File: config.mk
export PLATFORM = sky130hd
export DESIGN_NAME = vga_plane_writer
export DESIGN_NICKNAME = d
export VERILOG_FILES = /design/src/rtl/vgaw_pkg.sv /design/src/rtl/vgaw_window.sv /design/src/rtl/vgaw_route.sv /design/src/rtl/vgaw_alu.sv /design/src/rtl/vga_plane_writer.sv
export SDC_FILE = /design/constraint.sdc
export NUM_CORES = 1
export LEC_CHECK = 0
export BUFFER_PORTS_ARGS = -buffer_cell sky130_fd_sc_hd__buf_4
export CAP_MARGIN = 20
export CORE_UTILIZATION = 45
export CTS_BUF_LIST = sky130_fd_sc_hd__clkbuf_8
export DETAILED_ROUTE_END_ITERATION = 16
export PLACE_DENSITY = 0.76
export SYNTH_ARGS = -nofsm -noshare
export SYNTH_HDL_FRONTEND = slang
export SYNTH_SLANG_ARGS = --single-unit
File: constraint.sdc
create_clock -name clk -period 3.08 [get_ports clk]
set_input_delay 0.154 -clock clk [delete_from_list [all_inputs] [get_ports clk]]
set_output_delay 0.154 -clock clk [all_outputs]
set_load 0.02 [all_outputs]
File: src/rtl/vgaw_pkg.sv
`timescale 1ns/1ps
package vgaw_pkg;
   localparam int PLANES = 4;
   localparam int LANE_W = 8;
   localparam int WORD_W = PLANES * LANE_W;

   typedef enum logic [1:0] {ST_IDLE, ST_ISSUE, ST_MERGE} wr_state_e;
   typedef enum logic [1:0] {WM_ROTATE = 2'd0, WM_LATCH = 2'd1, WM_SPREAD = 2'd2, WM_MASKED = 2'd3} wmode_e;
   typedef enum logic [1:0] {FN_PASS = 2'd0, FN_AND = 2'd1, FN_OR = 2'd2, FN_XOR = 2'd3} func_e;

   function automatic logic [WORD_W-1:0] lanes_to_bits(input logic [PLANES-1:0] sel);
      logic [WORD_W-1:0] r;
      for (int p = 0; p < PLANES; p++) r[p*LANE_W +: LANE_W] = {LANE_W{sel[p]}};
      return r;
   endfunction

   function automatic logic [LANE_W-1:0] rot_right(input logic [LANE_W-1:0] d, input logic [2:0] n);
      logic [2*LANE_W-1:0] dbl;
      dbl = {d, d} >> n;
      return dbl[LANE_W-1:0];
   endfunction
endpackage

File: src/rtl/vgaw_window.sv
`timescale 1ns/1ps
module vgaw_window #(
   parameter int WIN_AW = 17
) (
   input  logic [WIN_AW-1:0] addr,
   input  logic [1:0]        map_sel,
   output logic              hit,
   output logic [WIN_AW-1:0] offset
);
   localparam logic [WIN_AW-1:0] HALF  = WIN_AW'(1) << (WIN_AW - 1);
   localparam logic [WIN_AW-1:0] QTR   = WIN_AW'(1) << (WIN_AW - 2);
   localparam logic [WIN_AW-1:0] UPPER = HALF + QTR;

   if (WIN_AW < 4) begin : g_bad_aw
      $error("vgaw_window: WIN_AW too small");
   end

   always_comb begin
      unique case (map_sel)
         2'd0: begin offset = addr;         hit = 1'b1; end
         2'd1: begin offset = addr;         hit = ~addr[WIN_AW-1]; end
         2'd2: begin offset = addr - HALF;  hit = (offset < QTR); end
         default: begin offset = addr - UPPER; hit = (offset < QTR); end
      endcase
   end
endmodule

File: src/rtl/vgaw_route.sv
`timescale 1ns/1ps
module vgaw_route #(
   parameter int WIN_AW = 17,
   parameter int MEM_AW = 16
) (
   input  logic [WIN_AW-1:0]          offset,
   input  logic                       chain4,
   input  logic                       odd_even,
   input  logic                       oe_hi,
   input  logic [vgaw_pkg::PLANES-1:0] map_mask,
   output logic [MEM_AW-1:0]          word_addr,
   output logic [vgaw_pkg::PLANES-1:0] lane_mask,
   output logic                       planar
);
   import vgaw_pkg::*;

   logic [1:0]        lane;
   logic [PLANES-1:0] lane_hot;

   always_comb begin
      planar = 1'b0;
      if (chain4) begin
         lane      = offset[1:0];
         word_addr = MEM_AW'(offset >> 2);
      end else if (odd_even) begin
         lane      = {oe_hi, offset[0]};
         word_addr = MEM_AW'(offset >> 1);
      end else begin
         lane      = 2'd0;
         word_addr = MEM_AW'(offset);
         planar    = 1'b1;
      end
   end

   for (genvar gp = 0; gp < PLANES; gp++) begin : g_lane
      assign lane_hot[gp]  = (lane == gp[1:0]);
      assign lane_mask[gp] = map_mask[gp] & (planar | lane_hot[gp]);
   end
endmodule

File: src/rtl/vgaw_alu.sv
`timescale 1ns/1ps
module vgaw_alu (
   input  logic [vgaw_pkg::LANE_W-1:0] cpu_byte,
   input  logic [1:0]                  write_mode,
   input  logic [2:0]                  rotate,
   input  logic [1:0]                  func,
   input  logic [vgaw_pkg::PLANES-1:0] set_reset,
   input  logic [vgaw_pkg::PLANES-1:0] sr_enable,
   input  logic [vgaw_pkg::LANE_W-1:0] bit_mask,
   input  logic [vgaw_pkg::WORD_W-1:0] latch,
   output logic [vgaw_pkg::WORD_W-1:0] value
);
   import vgaw_pkg::*;

   wmode_e            wm;
   func_e             fn;
   logic [LANE_W-1:0] rotd;

   assign wm   = wmode_e'(write_mode);
   assign fn   = func_e'(func);
   assign rotd = rot_right(cpu_byte, rotate);

   for (genvar gp = 0; gp < PLANES; gp++) begin : g_plane
      logic [LANE_W-1:0] lb, src, opd, msk;
      assign lb = latch[gp*LANE_W +: LANE_W];

      always_comb begin
         msk = bit_mask;
         unique case (wm)
            WM_ROTATE: src = sr_enable[gp] ? {LANE_W{set_reset[gp]}} : rotd;
            WM_LATCH:  src = lb;
            WM_SPREAD: src = {LANE_W{cpu_byte[gp]}};
            default: begin
               src = {LANE_W{set_reset[gp]}};
               msk = bit_mask & rotd;
            end
         endcase
         unique case (fn)
            FN_PASS: opd = src;
            FN_AND:  opd = src & lb;
            FN_OR:   opd = src | lb;
            default: opd = src ^ lb;
         endcase
      end

      assign value[gp*LANE_W +: LANE_W] = (wm == WM_LATCH) ? lb : ((opd & msk) | (lb & ~msk));
   end
endmodule

File: src/rtl/vga_plane_writer.sv
`timescale 1ns/1ps
module vga_plane_writer #(
   parameter int WIN_AW     = 17,
   parameter int MEM_AW     = 16,
   parameter int DATA_BYTES = 8,
   localparam int DATA_W = DATA_BYTES * 8,
   localparam int CNT_W  = $clog2(DATA_BYTES) + 1,
   localparam int SIZE_W = $clog2(CNT_W)
) (
   input  logic              clk,
   input  logic              rst_n,
   input  logic              req_valid,
   input  logic [WIN_AW-1:0] req_addr,
   input  logic [SIZE_W-1:0] req_size,
   input  logic [DATA_W-1:0] req_data,
   output logic              busy,
   output logic              done,
   input  logic              cfg_chain4,
   input  logic              cfg_odd_even,
   input  logic              cfg_oe_plane_hi,
   input  logic [1:0]        cfg_map_sel,
   input  logic [3:0]        cfg_map_mask,
   input  logic [1:0]        cfg_write_mode,
   input  logic [2:0]        cfg_rotate,
   input  logic [1:0]        cfg_func,
   input  logic [3:0]        cfg_set_reset,
   input  logic [3:0]        cfg_sr_enable,
   input  logic [7:0]        cfg_bit_mask,
   input  logic [31:0]       latch,
   output logic              mem_rd,
   output logic              mem_wr,
   output logic [MEM_AW-1:0] mem_addr,
   output logic [31:0]       mem_wdata,
   input  logic [31:0]       mem_rdata
);
   import vgaw_pkg::*;

   if ((DATA_BYTES < 2) || ((DATA_BYTES & (DATA_BYTES - 1)) != 0)) begin : g_bad_bytes
      $error("vga_plane_writer: DATA_BYTES must be a power of two, at least 2");
   end
   if (MEM_AW < 2) begin : g_bad_mem
      $error("vga_plane_writer: MEM_AW too small");
   end

   wr_state_e         state;
   logic [WIN_AW-1:0] cur_addr;
   logic [CNT_W-1:0]  left;
   logic [DATA_W-1:0] shreg;
   logic              done_q;

   logic              hit, planar, step;
   logic [WIN_AW-1:0] offset;
   logic [MEM_AW-1:0] word_addr;
   logic [PLANES-1:0] lane_mask, eff_mask;
   logic [WORD_W-1:0] alu_val, val, wmask;
   logic [LANE_W-1:0] cur_byte;

   assign cur_byte = shreg[LANE_W-1:0];

   vgaw_window #(.WIN_AW(WIN_AW)) u_window (
      .addr(cur_addr), .map_sel(cfg_map_sel), .hit(hit), .offset(offset)
   );

   vgaw_route #(.WIN_AW(WIN_AW), .MEM_AW(MEM_AW)) u_route (
      .offset(offset), .chain4(cfg_chain4), .odd_even(cfg_odd_even),
      .oe_hi(cfg_oe_plane_hi), .map_mask(cfg_map_mask),
      .word_addr(word_addr), .lane_mask(lane_mask), .planar(planar)
   );

   vgaw_alu u_alu (
      .cpu_byte(cur_byte), .write_mode(cfg_write_mode), .rotate(cfg_rotate),
      .func(cfg_func), .set_reset(cfg_set_reset), .sr_enable(cfg_sr_enable),
      .bit_mask(cfg_bit_mask), .latch(latch), .value(alu_val)
   );

   assign eff_mask  = hit ? lane_mask : '0;
   assign wmask     = lanes_to_bits(eff_mask);
   assign val       = planar ? alu_val : {PLANES{cur_byte}};
   assign mem_rd    = (state == ST_ISSUE) && (|eff_mask);
   assign mem_wr    = (state == ST_MERGE);
   assign mem_addr  = word_addr;
   assign mem_wdata = (mem_rdata & ~wmask) | (val & wmask);
   assign step      = ((state == ST_ISSUE) && !(|eff_mask)) || (state == ST_MERGE);
   assign busy      = (state != ST_IDLE);
   assign done      = done_q;

   always_ff @(posedge clk) begin
      if (!rst_n) begin
         state    <= ST_IDLE;
         cur_addr <= '0;
         left     <= '0;
         shreg    <= '0;
         done_q   <= 1'b0;
      end else begin
         done_q <= 1'b0;
         if (state == ST_IDLE) begin
            if (req_valid) begin
               cur_addr <= req_addr;
               left     <= CNT_W'(1) << req_size;
               shreg    <= req_data;
               state    <= ST_ISSUE;
            end
         end else if (step) begin
            if (left == CNT_W'(1)) begin
               state  <= ST_IDLE;
               done_q <= 1'b1;
            end else begin
               cur_addr <= cur_addr + WIN_AW'(1);
               left     <= left - CNT_W'(1);
               shreg    <= shreg >> LANE_W;
               state    <= ST_ISSUE;
            end
         end else begin
            state <= ST_MERGE;
         end
      end
   end
endmodule

### After elaboration in Yosys (flattened, before gate mapping)

Index checks and enable logic that the tools add are counted.
Widths: inputs -> output; s select.

* $lt $le $gt $ge: 2
* mux-type cells: 44
* reduce and logical (&&, ||, !) cells: 16
* eq/ne operators: 14
* bitwise operators: 41
* shift operators: 2
* add/subtract/negate cells: 4

Operator list (number)
* $mux 64: 4
* $pmux 8 s3: 8
* $and 8x8->8: 13
* $mux 8: 9
* $mux 17: 4
* $and 32x32->32: 2
* $or 8x8->8: 8
* $lt 17x16->1 const B: 2
* $pmux 17 s2: 1
* $sub 17x17->17 const B: 2
* $mux 16: 2
* $mux 32: 1
* $not 32->32: 1
* $or 32x32->32: 1
* $xor 8x8->8: 4
* $mux 4: 5
* $add 17x1->17 const B: 1
* $shr 16x3->8: 1
* $eq 2x2->1 const B: 6
* $eq 2x1->1 const B: 5
* $logic_not 2->1: 5
* $mux 2: 5
* $not 8->8: 1
* $reduce_or 3->1: 2
* other kinds (16): 30

* register bits after elaboration: 88
* input bits: 182
* word-level logic and storage cells: 128

### Longest topological paths before layout

Gate-level depths: netlist of run 1.

* word-level depth: 15
* mapped depth: 13
* depth with buffers taken out: 11

### By module

From an unflattened synthesis of run 1, not the netlist that was laid out.

* cells, all modules: 1356
* area total of the unflattened synthesis: 9505.4 sq um

By module, submodules not included
* vga_plane_writer: times used 1, area an instance 4687.0 sq um, cells each 659
* vgaw_alu: times used 1, area an instance 4113.9 sq um, cells each 601
* vgaw_route: times used 1, area an instance 500.5 sq um, cells each 71
* vgaw_window: times used 1, area an instance 203.9 sq um, cells each 25

### Least setup slack after synthesis of run 1

Ideal clock, no wire load.

* path kind: input-to-output
* start point: in cfg_write_mode[0]
* end point: out mem_wdata[14]
* data arrival time: 2458 ps
* data required time: 2926 ps
* cell stages on the path: 13
* path buffers: 2
* path slack: 468 ps
* cell sequence: clkbuf_1 -> clkbuf_1 -> or2_1 -> a21oi_1 -> nand2_1 -> nand2_1 -> nand2_1 -> ha_1 -> nand2b_1 -> a32oi_1 -> o221ai_1 -> mux2i_1 -> o21ai_0

* cells in the longest elaborated chain, start to end: 10

Ends and longest elaborated chain
* start, declared: RTL line vga_plane_writer.sv:23 `input logic [1:0] cfg_write_mode,`
* $eq 2x2->1 (tied with other cells): RTL line vgaw_alu.sv:29 `unique case (wm)`
* $pmux 8 s3 or $reduce_or 3->1 (tied branches)
* $xor 8x8->8 (tied with other cells): RTL line vgaw_alu.sv:42 `default: opd = src ^ lb;`
* $pmux 8 s3 or $not 8->8 (tied branches): RTL line vgaw_alu.sv:38, vgaw_alu.sv:46
* $and 8x8->8: RTL line vgaw_alu.sv:46 `assign value[gp*LANE_W +: LANE_W] = (wm == WM_LATCH) ? lb : ((opd & msk) | (lb & ~msk));`
* $or 8x8->8: RTL line vgaw_alu.sv:46
* $mux 8 (*): RTL line vgaw_alu.sv:46
* $mux 32 (*): RTL line vga_plane_writer.sv:78 `assign val = planar ? alu_val : {PLANES{cur_byte}};`
* $and 32x32->32 (*): RTL line vga_plane_writer.sv:82 `assign mem_wdata = (mem_rdata & ~wmask) | (val & wmask);`
* $or 32x32->32 (*): RTL line vga_plane_writer.sv:82
* end, declared: RTL line vga_plane_writer.sv:33 `output logic [31:0] mem_wdata,`

Every way passes the cells marked *; elsewhere a longest branch is shown, timed or not.

### Final worst setup path of run 1

* start point: reg shreg[1]
* end point: out mem_wdata[15]

* cells in the longest elaborated chain, start to end: 11

Ends and longest elaborated chain
* start, declared: RTL line vga_plane_writer.sv:48 `logic [DATA_W-1:0] shreg;`
* start signal, assigned: RTL line vga_plane_writer.sv:100 `shreg <= req_data;`
* start signal, assigned: RTL line vga_plane_writer.sv:110 `shreg <= shreg >> LANE_W;`
* $shr 16x3->8: RTL line vgaw_pkg.sv:19 `dbl = {d, d} >> n;`
* $mux 8: RTL line vgaw_alu.sv:30 `WM_ROTATE: src = sr_enable[gp] ? {LANE_W{set_reset[gp]}} : rotd;`
* $pmux 8 s3: RTL line vgaw_alu.sv:29
* $xor 8x8->8 (tied with other cells): RTL line vgaw_alu.sv:42
* $pmux 8 s3: RTL line vgaw_alu.sv:38 `unique case (fn)`
* $and 8x8->8: RTL line vgaw_alu.sv:46
* $or 8x8->8 (*): RTL line vgaw_alu.sv:46
* $mux 8 (*): RTL line vgaw_alu.sv:46
* $mux 32 (*): RTL line vga_plane_writer.sv:78
* $and 32x32->32 (*): RTL line vga_plane_writer.sv:82
* $or 32x32->32 (*): RTL line vga_plane_writer.sv:82

Marks and branches as above.

==> impl_metrics.env, run 1 <==
export IMPL_ys_types=59
export IMPL_grt_setup_unrepaired="yes"
export IMPL_async_flop_share_pct=0
export IMPL_final_period_utilization_pct=107
export IMPL_drive_gt1_share_pct=24.0
export IMPL_areaGrowthSynthToFinish_pct=26.4
export IMPL_worstSkewPairLatency_ns=0.38
export IMPL_track_usage_pct=29.2
export IMPL_cts_root_buffer="clkbuf_8"
export IMPL_r2r_end="cur_addr[16]"
export IMPL_syn_nets=1615
export IMPL_worst_slew_pin_slew_ns=1.02
export IMPL_synth_warnings=0
export IMPL_synth_avg_cell_area_um2=7.10
export IMPL_p_leak_uw=0.00584
export IMPL_path_max_fanout=7
export IMPL_power_density_nw_per_um2=392
export IMPL_grt_pass1_wl_um=51200
export IMPL_violations="negative setup slack"
export IMPL_synth_edf_count=0
export IMPL_synthCells=1364
export IMPL_drt_total_wl_um=33300
export IMPL_ios=234
export IMPL_min_to="shreg[60]"
export IMPL_drtPass1Iterations=5
export IMPL_slew_viol_final=0
export IMPL_cap_viol_max_count=0
export IMPL_layout_nets=1818
export IMPL_cp_end_kind="output port"
export IMPL_grt_overflow=0
export IMPL_r2r_cells=7
export IMPL_diodes=0
export IMPL_final_hold_viol_count=0
export IMPL_die_x_um=149
export IMPL_ir_worst_vdd_mv=0.278
export IMPL_place_congestion=1.03
export IMPL_worst_setup_path_type="reg2out"
export IMPL_cts_max_level=3
export IMPL_utilization_pct=58.0
export IMPL_first_global_vias=9777
export IMPL_grt_max_degree=71
export IMPL_fin_worst_skew_ns=0.0215
export IMPL_antenna_found_initial=0
export IMPL_ant_nets=0
export IMPL_setup_viol=32
export IMPL_outcome="finished, violations left"
export IMPL_ys_flop_type="dfxtp_1"
export IMPL_ys_seq_area_share_pct=18.2
export IMPL_initial_core_util_pct=45.9
export IMPL_path_clk_slew_ns=0.09
export IMPL_worstHoldStart="req_data[60]"
export IMPL_io_buffer_count=233
export IMPL_maxSlewHeadroom_pct=31.8
export IMPL_worstHoldPathCells=3
export IMPL_die_h_um=149
export IMPL_die_area_um2=22100
export IMPL_place_ws_ns=0.169
export IMPL_arrival_ns=3.15
export IMPL_rows=53
export IMPL_cts_made_buffers=9
export IMPL_synth_area_top_cells="dfxtp_1 18%, nand2_1 18%, mux2i_1 16%"
export IMPL_clock_fmax_ghz=0.303
export IMPL_start_kind="register"
export IMPL_place_hpwl_um=24100
export IMPL_critPathRequiredTime_ns=2.93
export IMPL_yosys_area_top_type="dfxtp_1"
export IMPL_netlist_area_um2=9680
export IMPL_viasPerCell=5.80
export IMPL_num_vias=10720
export IMPL_drc=0
export IMPL_hp_class="in2reg"
export IMPL_fillers=2017
export IMPL_r2r_start="cur_addr[16]"
export IMPL_dr_first_iter_drc_count=937
export IMPL_wl_per_cell_um=18.0
export IMPL_r2r_setup_slack_ns=0.50
export IMPL_yosysTopAreaCellShare_pct=18.2
export IMPL_cts_sinks=88
export IMPL_synth_seq_cells=88
export IMPL_core_um2=21100
export IMPL_clk_path_buf_depth=2
export IMPL_period_needed_ns=3.30
export IMPL_fin_ws_ns=-0.223
export IMPL_cts_tree="done"
-- layer usage --
metal / track usage, % / vias up / routed length [um]
met2: 44.8 / 531 / 14400
met1: 38.5 / 4948 / 14100
met5: 0 / - / 0
li1: - / 5168 / -
met3: 7.70 / 73 / 3630
met4: 11.9 / 0 / 1140
-- sequential cells by signal (all words and copies together) (netlist names) --
register  flops
cur_addr     17
done          1
left          4
shreg        64
state         2
-- synth_stat cells, drive strengths merged, types with 12 or more instances --
cell	instances
clkbuf	79
a211oi	37
mux2i	154
o21ai	52
o22ai	16
a32oi	36
nand2b	66
a21oi	28
o221ai	32
nor3	12
buf	17
nand2	452
dfxtp	88
ha	69
and2	34
nand3	19
nor2	14
nor2b	13
inv	51
-- report_power, final --
| group | leakage [uW] | internal (uW) | switching (uW) |
|---|---|---|---|
| registers | 0.000727 | 1320 | 167 |
| logic | 0.00502 | 1100 | 1420 |
| clock network | 0.0000982 | 344 | 448 |
-- what timing repair did --
item	CTS	global route
hold buffers	0	0
gates resized for setup	15	59
gates cloned	0	0
buffers inserted	3	4
pin swaps	6	48
endpoints found under the setup margin	32	32
-- worst max-delay path, cell delays in order, from the launching register on --
cell and delay [ns]:
dfxtp_4 0.38, mux4_2 0.52, mux2_4 0.35, nand2_1 0.09, nand2_1 0.07, nand2_1 0.09
ha_1 0.25, nand2b_1 0.14, a32oi_1 0.21, o221ai_1 0.14, mux2i_1 0.28, o21ai_1 0.09
buf_4 0.18
-- how the worst max path moves through the flow --
| stage | from | end | slack [ns] | depth (start not counted) |
|---|---|---|---|---|
| 3_5_place_dp | cfg_rotate[1] | mem_wdata[12] | 0.17 | 13 |
| 3_3_place_gp | cfg_rotate[1] | mem_wdata[12] | 0.25 | 13 |
| 4_1_cts | shreg[3] | mem_wdata[12] | -0.16 | 12 |
| 2_1_floorplan | cfg_write_mode[0] | mem_wdata[14] | 0.47 | 13 |
| 6_report | shreg[1] | mem_wdata[15] | -0.22 | 12 |
| 5_1_grt | shreg[0] | mem_wdata[26] | -0.34 | 13 |
-- metrics by stage --
step	hold WS, ns	power (uW)	instance area [um^2]	setup TNS (ns)	std cells
4_1_cts	0.0293	4700	12000	-2.55	1843
5_1_grt	0.0393	5080	12200	-7.73	1847
3_5_place_dp	0.429	3880	11800	0	1824
6_report	0.0450	4800	12200	-3.01	1847
2_1_floorplan	0.305	3040	9680	0	1364
3_3_place_gp	0.426	3830	11800	0	1824
-- layout by cell type (no fill, tap or decap), drive strengths merged, types with 36 or more instances in the layout --
master,instances
dfxtp,88
nand2,452
inv,55
o21ai,52
mux2i,154
a211oi,37
buf,288
nand2b,66
a32oi,36
ha,69
-- logic make-up after synthesis --
logic type / share of synthesized area [%]
AND/OR/NAND/NOR: 29.9
AO/OA/AOI/OAI: 17.7
multiplexers: 19.0
buffers and inverters: 6.19
flip-flops: 18.2
adder cells (fa/ha/maj): 8.92
XOR/XNOR: 0.0905
-- cell type report --
| cell class | instances | area (um^2) | share of cell area [%] |
|---|---|---|---|
| Inverter | 52 | 195 | 1.60 |
| Clock inverter | 5 | 37.5 | 0.307 |
| Multi-Input combinational cell | 1128 | 7530 | 61.6 |
| Tap cell | 275 | 344 | 2.81 |
| Sequential cell | 88 | 1780 | 14.5 |
| Timing Repair Buffer | 288 | 2190 | 17.9 |
| Clock buffer | 11 | 151 | 1.24 |
Power figures use the tool's default switching activity.
==> run 2: changes to the inputs <==
--- a/config.mk
+++ b/config.mk
@@ -11,6 +11,7 @@
 export CTS_BUF_LIST = sky130_fd_sc_hd__clkbuf_8
 export DETAILED_ROUTE_END_ITERATION = 16
 export PLACE_DENSITY = 0.76
+export REMOVE_ABC_BUFFERS = 1
 export SYNTH_ARGS = -nofsm -noshare
 export SYNTH_HDL_FRONTEND = slang
 export SYNTH_SLANG_ARGS = --single-unit
==> impl_metrics.env, run 2 (synthesis gave the netlist of run 1 again) <==
export IMPL_cts_max_level=3
export IMPL_crit_slowest_cell="mux4_2"
export IMPL_path_cells="mux4_2 > mux2_4 > nand2_2 > nand2_1 > nand2_1 > ha_1 > nand2b_1 > a32oi_1 > o221ai_1 > mux2i_1 > o21ai_1 > buf_4"
export IMPL_worst_slew_pin_slew_ns=1.08
export IMPL_outcome="finished, violations left"
export IMPL_worstSkewPairLatency_ns=0.37
export IMPL_grt_use_met3_pct=7.30
export IMPL_core_um2=21100
export IMPL_num_vias=10675
export IMPL_clk_path_buf_depth=2
export IMPL_drt_total_wl_um=32200
export IMPL_final_area_um2=12400
export IMPL_die_x_um=149
export IMPL_wl_per_cell_um=17.3
export IMPL_place_congestion=0.986
export IMPL_r2r_setup_slack_ns=0.63
export IMPL_use_met2_pct=45.4
export IMPL_crit_family="multiplexers"
export IMPL_die_h_um=149
export IMPL_fin_worst_skew_ns=0.0126
export IMPL_cts_root_buffer="clkbuf_8"
export IMPL_final_common_cell="nand2_1"
export IMPL_busiest_layer="met2"
export IMPL_worstHoldStart="req_data[58]"
export IMPL_startpoint="shreg[1]"
export IMPL_dp_cells=1827
export IMPL_met1_usage_pct=34.4
export IMPL_cts_sinks=88
export IMPL_power_density_nw_per_um2=387
export IMPL_initial_core_util_pct=45.9
export IMPL_path_clk_slew_ns=0.09
export IMPL_stdcell_count=1854
export IMPL_layout_nets=1824
export IMPL_r2r_cells=6
export IMPL_viasPerCell=5.76
export IMPL_cts_made_buffers=9
export IMPL_rows=53
export IMPL_start_kind="register"
export IMPL_min_to="shreg[58]"
export IMPL_worst_setup_path_type="reg2out"
export IMPL_fin_ws_ns=-0.178
export IMPL_final_hold_viol_count=0
export IMPL_maxSlewHeadroom_pct=27.9
export IMPL_regMostFlops="shreg"
export IMPL_cap_viol_max_count=0
export IMPL_critPathRequiredTime_ns=2.93
export IMPL_p_leak_uw=0.00588
export IMPL_r2r_end="shreg[10]"
export IMPL_period_needed_ns=3.26
export IMPL_drc=0
export IMPL_drive_gt1_share_pct=25.2
export IMPL_fillers=1954
export IMPL_cpPeakStageDelay_ns=0.51
export IMPL_largest_registers="shreg x64, cur_addr x17, left x4"
export IMPL_first_global_vias=9676
export IMPL_cts_tree="done"
export IMPL_arrival_ns=3.10
export IMPL_path_buf_inv=1
export IMPL_ant_nets=0
export IMPL_drtPass1Iterations=8
export IMPL_placed_cell_area_um2=11800
export IMPL_dr_first_iter_drc_count=779
export IMPL_track_usage_pct=28.0
export IMPL_hp_class="in2reg"
export IMPL_areaGrowthSynthToFinish_pct=27.8
export IMPL_io_buffer_count=233
export IMPL_die_area_um2=22100
export IMPL_largest_reg_flops=64
export IMPL_grt_overflow=0
export IMPL_place_hpwl_um=23600
export IMPL_grt_setup_unrepaired="yes"
export IMPL_slew_viol_final=0
export IMPL_r2r_start="cur_addr[1]"
export IMPL_worstHoldPathCells=3
export IMPL_final_period_utilization_pct=106
export IMPL_ir_worst_vdd_mv=0.316
export IMPL_setup_viol=32
export IMPL_clock_fmax_ghz=0.307
export IMPL_layout_common_cells="408 x nand2_1, 288 x buf_4, 153 x mux2i_1"
export IMPL_grt_max_degree=116
export IMPL_antenna_found_initial=1
export IMPL_grt_pass1_wl_um=49600
export IMPL_path_max_fanout=7
export IMPL_ios=234
export IMPL_cpMostUsedCell="nand2_1"
export IMPL_cp_end_kind="output port"
export IMPL_violations="negative setup slack"
[run 2: changes by cell type in the layout (fill, tap and decap cells not counted), sizes merged]
cell	change
clkinvlp	+2
inv	-4
clkbuf	-1
diode	+1
buf	+6
clkinv	+3
[run 2: layout make-up]
class | count | area (um^2) | share of cell area, %
Antenna cell | 1 | 2.50 | 0.0202
Clock inverter | 6 | 45.0 | 0.364
Tap cell | 275 | 344 | 2.78
Sequential cell | 88 | 1780 | 14.4
Multi-Input combinational cell | 1128 | 7580 | 61.3
Inverter | 52 | 195 | 1.58
Clock buffer | 10 | 138 | 1.11
Timing Repair Buffer | 294 | 2280 | 18.5
[run 2: metrics by stage]
stage,hold WS [ns],total power (uW),worst slack [ns],TNS (ns),utilization (%)
CTS,0.0186,4720,-0.152,-2.53,57.8
finish,0.0313,4790,-0.178,-3.04,58.7
global route,0.0290,5090,-0.275,-7.14,58.6
floorplan,0.293,2970,-3.51,-257.79,-
detailed placement,0.425,3900,0.193,0,56.2
global placement,0.423,3840,0.255,0,56.2
[run 2: worst register-to-register path, cell delays in order, from the launching register on]
cell and delay (ns):
dfxtp_1 0.54, nor2b_1 0.10, o311ai_1 0.54, nor3_4 0.12, nor3_4 0.59, buf_12 0.27
mux2i_1 0.21
[run 2: worst max-delay path by stage]
| stage | endpoint | slack [ns] | cells past startpoint |
|---|---|---|---|
| after global routing | mem_wdata[23] | -0.27 | 12 |
| after global placement | mem_wdata[13] | 0.26 | 13 |
| final | mem_wdata[13] | -0.18 | 12 |
| after detailed placement | mem_wdata[13] | 0.19 | 13 |
| after CTS | mem_wdata[28] | -0.15 | 12 |
| after floorplan | left[1] | -3.51 | 6 |
[run 2: repair_timing]
| action | CTS | global route |
|---|---|---|
| gates resized for setup | 52 | 39 |
| hold buffers | 0 | 0 |
| buffers inserted | 7 | 3 |
| endpoints found under the setup margin | 32 | 32 |
| hold endpoints to repair | 0 | 0 |
| pin swaps | 39 | 56 |
[run 2: power breakdown]
group	internal, uW	switching [uW]	total (uW)
registers	1320	155	1480
logic	1140	1420	2550
clock network	316	446	762
total	2770	2020	4790
[run 2: layer usage]
layer	routed length [um]	vias to the layer above
met1	12600	4886
met4	1530	0
li1	-	5181
met5	0	-
met3	3520	94
met2	14500	514
==> run 3: changes to the inputs <==
--- a/config.mk
+++ b/config.mk
@@ -10,7 +10,7 @@
 export CORE_UTILIZATION = 45
 export CTS_BUF_LIST = sky130_fd_sc_hd__clkbuf_8
 export DETAILED_ROUTE_END_ITERATION = 16
-export PLACE_DENSITY = 0.76
+export PLACE_DENSITY = 0.69
 export REMOVE_ABC_BUFFERS = 1
 export SYNTH_ARGS = -nofsm -noshare
 export SYNTH_HDL_FRONTEND = slang
==> impl_metrics.env, run 3 (synthesis gave the netlist of run 1 again) <==
export IMPL_outcome="finished, violations left"
export IMPL_violations="negative setup slack"
export IMPL_viasPerCell=5.73
export IMPL_drt_total_wl_um=32800
export IMPL_regMostFlops="shreg"
export IMPL_core_um2=21100
export IMPL_power_density_nw_per_um2=385
export IMPL_largest_reg_flops=64
export IMPL_critPathRequiredTime_ns=2.93
export IMPL_initial_core_util_pct=45.9
export IMPL_cap_viol_max_count=0
export IMPL_busiest_layer="met2"
export IMPL_ios=234
export IMPL_arrival_ns=3.03
export IMPL_place_hpwl_um=23900
export IMPL_io_buffer_count=233
export IMPL_die_area_um2=22100
export IMPL_slew_viol_final=0
export IMPL_fin_ws_ns=-0.101
export IMPL_drive_gt1_share_pct=25.5
export IMPL_setup_viol=28
export IMPL_clk_path_buf_depth=2
export IMPL_worstSkewPairLatency_ns=0.38
export IMPL_cts_max_level=3
export IMPL_wl_per_cell_um=17.7
export IMPL_grt_pass1_wl_um=51000
export IMPL_die_h_um=149
export IMPL_use_met2_pct=44.1
export IMPL_first_global_vias=9597
export IMPL_final_period_utilization_pct=103
export IMPL_stdcell_count=1849
export IMPL_fin_worst_skew_ns=0.0212
export IMPL_cts_sinks=88
export IMPL_fillers=1955
export IMPL_met1_usage_pct=38.5
export IMPL_clock_fmax_ghz=0.314
export IMPL_grt_overflow=0
export IMPL_path_max_fanout=5
export IMPL_final_hold_viol_count=0
export IMPL_grt_use_met3_pct=8.16
export IMPL_worst_slew_pin_slew_ns=0.913
export IMPL_grt_max_degree=110
export IMPL_areaGrowthSynthToFinish_pct=27.9
export IMPL_tns_ns=-1.63
export IMPL_hp_class="in2reg"
export IMPL_period_needed_ns=3.18
export IMPL_die_x_um=149
export IMPL_worst_setup_path_type="reg2out"
export IMPL_track_usage_pct=29.1
export IMPL_drtPass1Iterations=7
export IMPL_ir_worst_vdd_mv=0.256
export IMPL_antenna_found_initial=1
export IMPL_final_common_cell="nand2_1"
export IMPL_cts_tree="done"
export IMPL_maxSlewHeadroom_pct=39.0
export IMPL_num_vias=10604
export IMPL_cts_root_buffer="clkbuf_8"
export IMPL_cp_end_kind="output port"
export IMPL_start_kind="register"
export IMPL_p_leak_uw=0.00590
export IMPL_grt_setup_unrepaired="yes"
export IMPL_largest_registers="shreg x64, cur_addr x17, left x4"
export IMPL_place_congestion=0.955
export IMPL_dp_cells=1822
export IMPL_layout_common_cells="410 x nand2_1, 285 x buf_4, 154 x mux2i_1"
export IMPL_cts_made_buffers=9
export IMPL_dr_first_iter_drc_count=846
export IMPL_rows=53
export IMPL_ant_nets=0
export IMPL_layout_nets=1819
export IMPL_drc=0
export IMPL_path_clk_slew_ns=0.09
-- run 3: cell count changes in the layout (fill, tap and decap cells not counted), moves of 3 or more --
cell / change
dfxtp_2: -3
o21ai_1: -4
nand2b_4: +7
nand2_4: -3
buf_12: -3
o21ai_0: +3
nand2b_1: -7
buf_4: -3
dfxtp_4: +3
-- run 3: area by class of cell --
cell class	count	area [um^2]	area share, %
diodes	1	2.50	0.0202
clock buffers	11	151	1.22
clock inverters	5	32.5	0.263
inverters	52	195	1.58
multi-input cells	1128	7650	61.8
flip-flops and latches	88	1790	14.4
well taps	275	344	2.78
repair buffers	289	2210	17.9
-- run 3: layer usage --
metal	wire, um	vias to the layer above	part of all wire [%]
li1	-	5173	-
met3	3690	78	11
met2	14200	489	43
met1	13700	4864	42
met5	0	-	0
met4	1240	0	3.8
-- run 3: per-stage QoR --
step	setup WS (ns)	power (uW)	area [um^2]	utilization, %	hold WS, ns
floorplan	-3.51	2970	9280	-	0.293
global placement	0.253	3800	11800	55.8	0.422
detailed placement	0.208	3860	11800	55.8	0.431
CTS	-0.106	4700	12200	57.7	0.0187
global route	-0.259	5080	12400	58.7	0.0253
finish	-0.101	4760	12400	58.7	0.0382
-- run 3: final timing paths --
kind	from	end	slack (ns)	cells past startpoint
worst max-delay path	shreg[1]	mem_wdata[27]	-0.10	12
worst min register to register	shreg[17]	shreg[17]	0.46	2
worst max register to register	cur_addr[15]	left[2]	0.57	9
worst min-delay path	req_data[56]	shreg[56]	0.04	3
-- run 3: worst max-delay path, cell delays in order, from the launching register on --
cell and delay (ns):
dfxtp_4 0.36, mux4_2 0.52, mux2_4 0.36, nand2_2 0.09
nand2_2 0.05, nand2_1 0.07, ha_1 0.23, nand2b_4 0.14
a32oi_1 0.19, o221ai_1 0.13, mux2i_1 0.22, o21ai_2 0.14
buf_6 0.17
-- run 3: report_power, final --
| group | switching (uW) | internal (uW) |
|---|---|---|
| Combinational | 1410 | 1110 |
| Sequential | 154 | 1320 |
| Clock | 432 | 336 |
-- run 3: repair_timing --
| item | CTS | global route |
|---|---|---|
| pin swaps | 65 | 59 |
| buffers inserted | 7 | 3 |
| cloned | 0 | 0 |
| hold buffers | 0 | 0 |
| gates resized for setup | 57 | 42 |
| setup endpoints to repair | 32 | 32 |
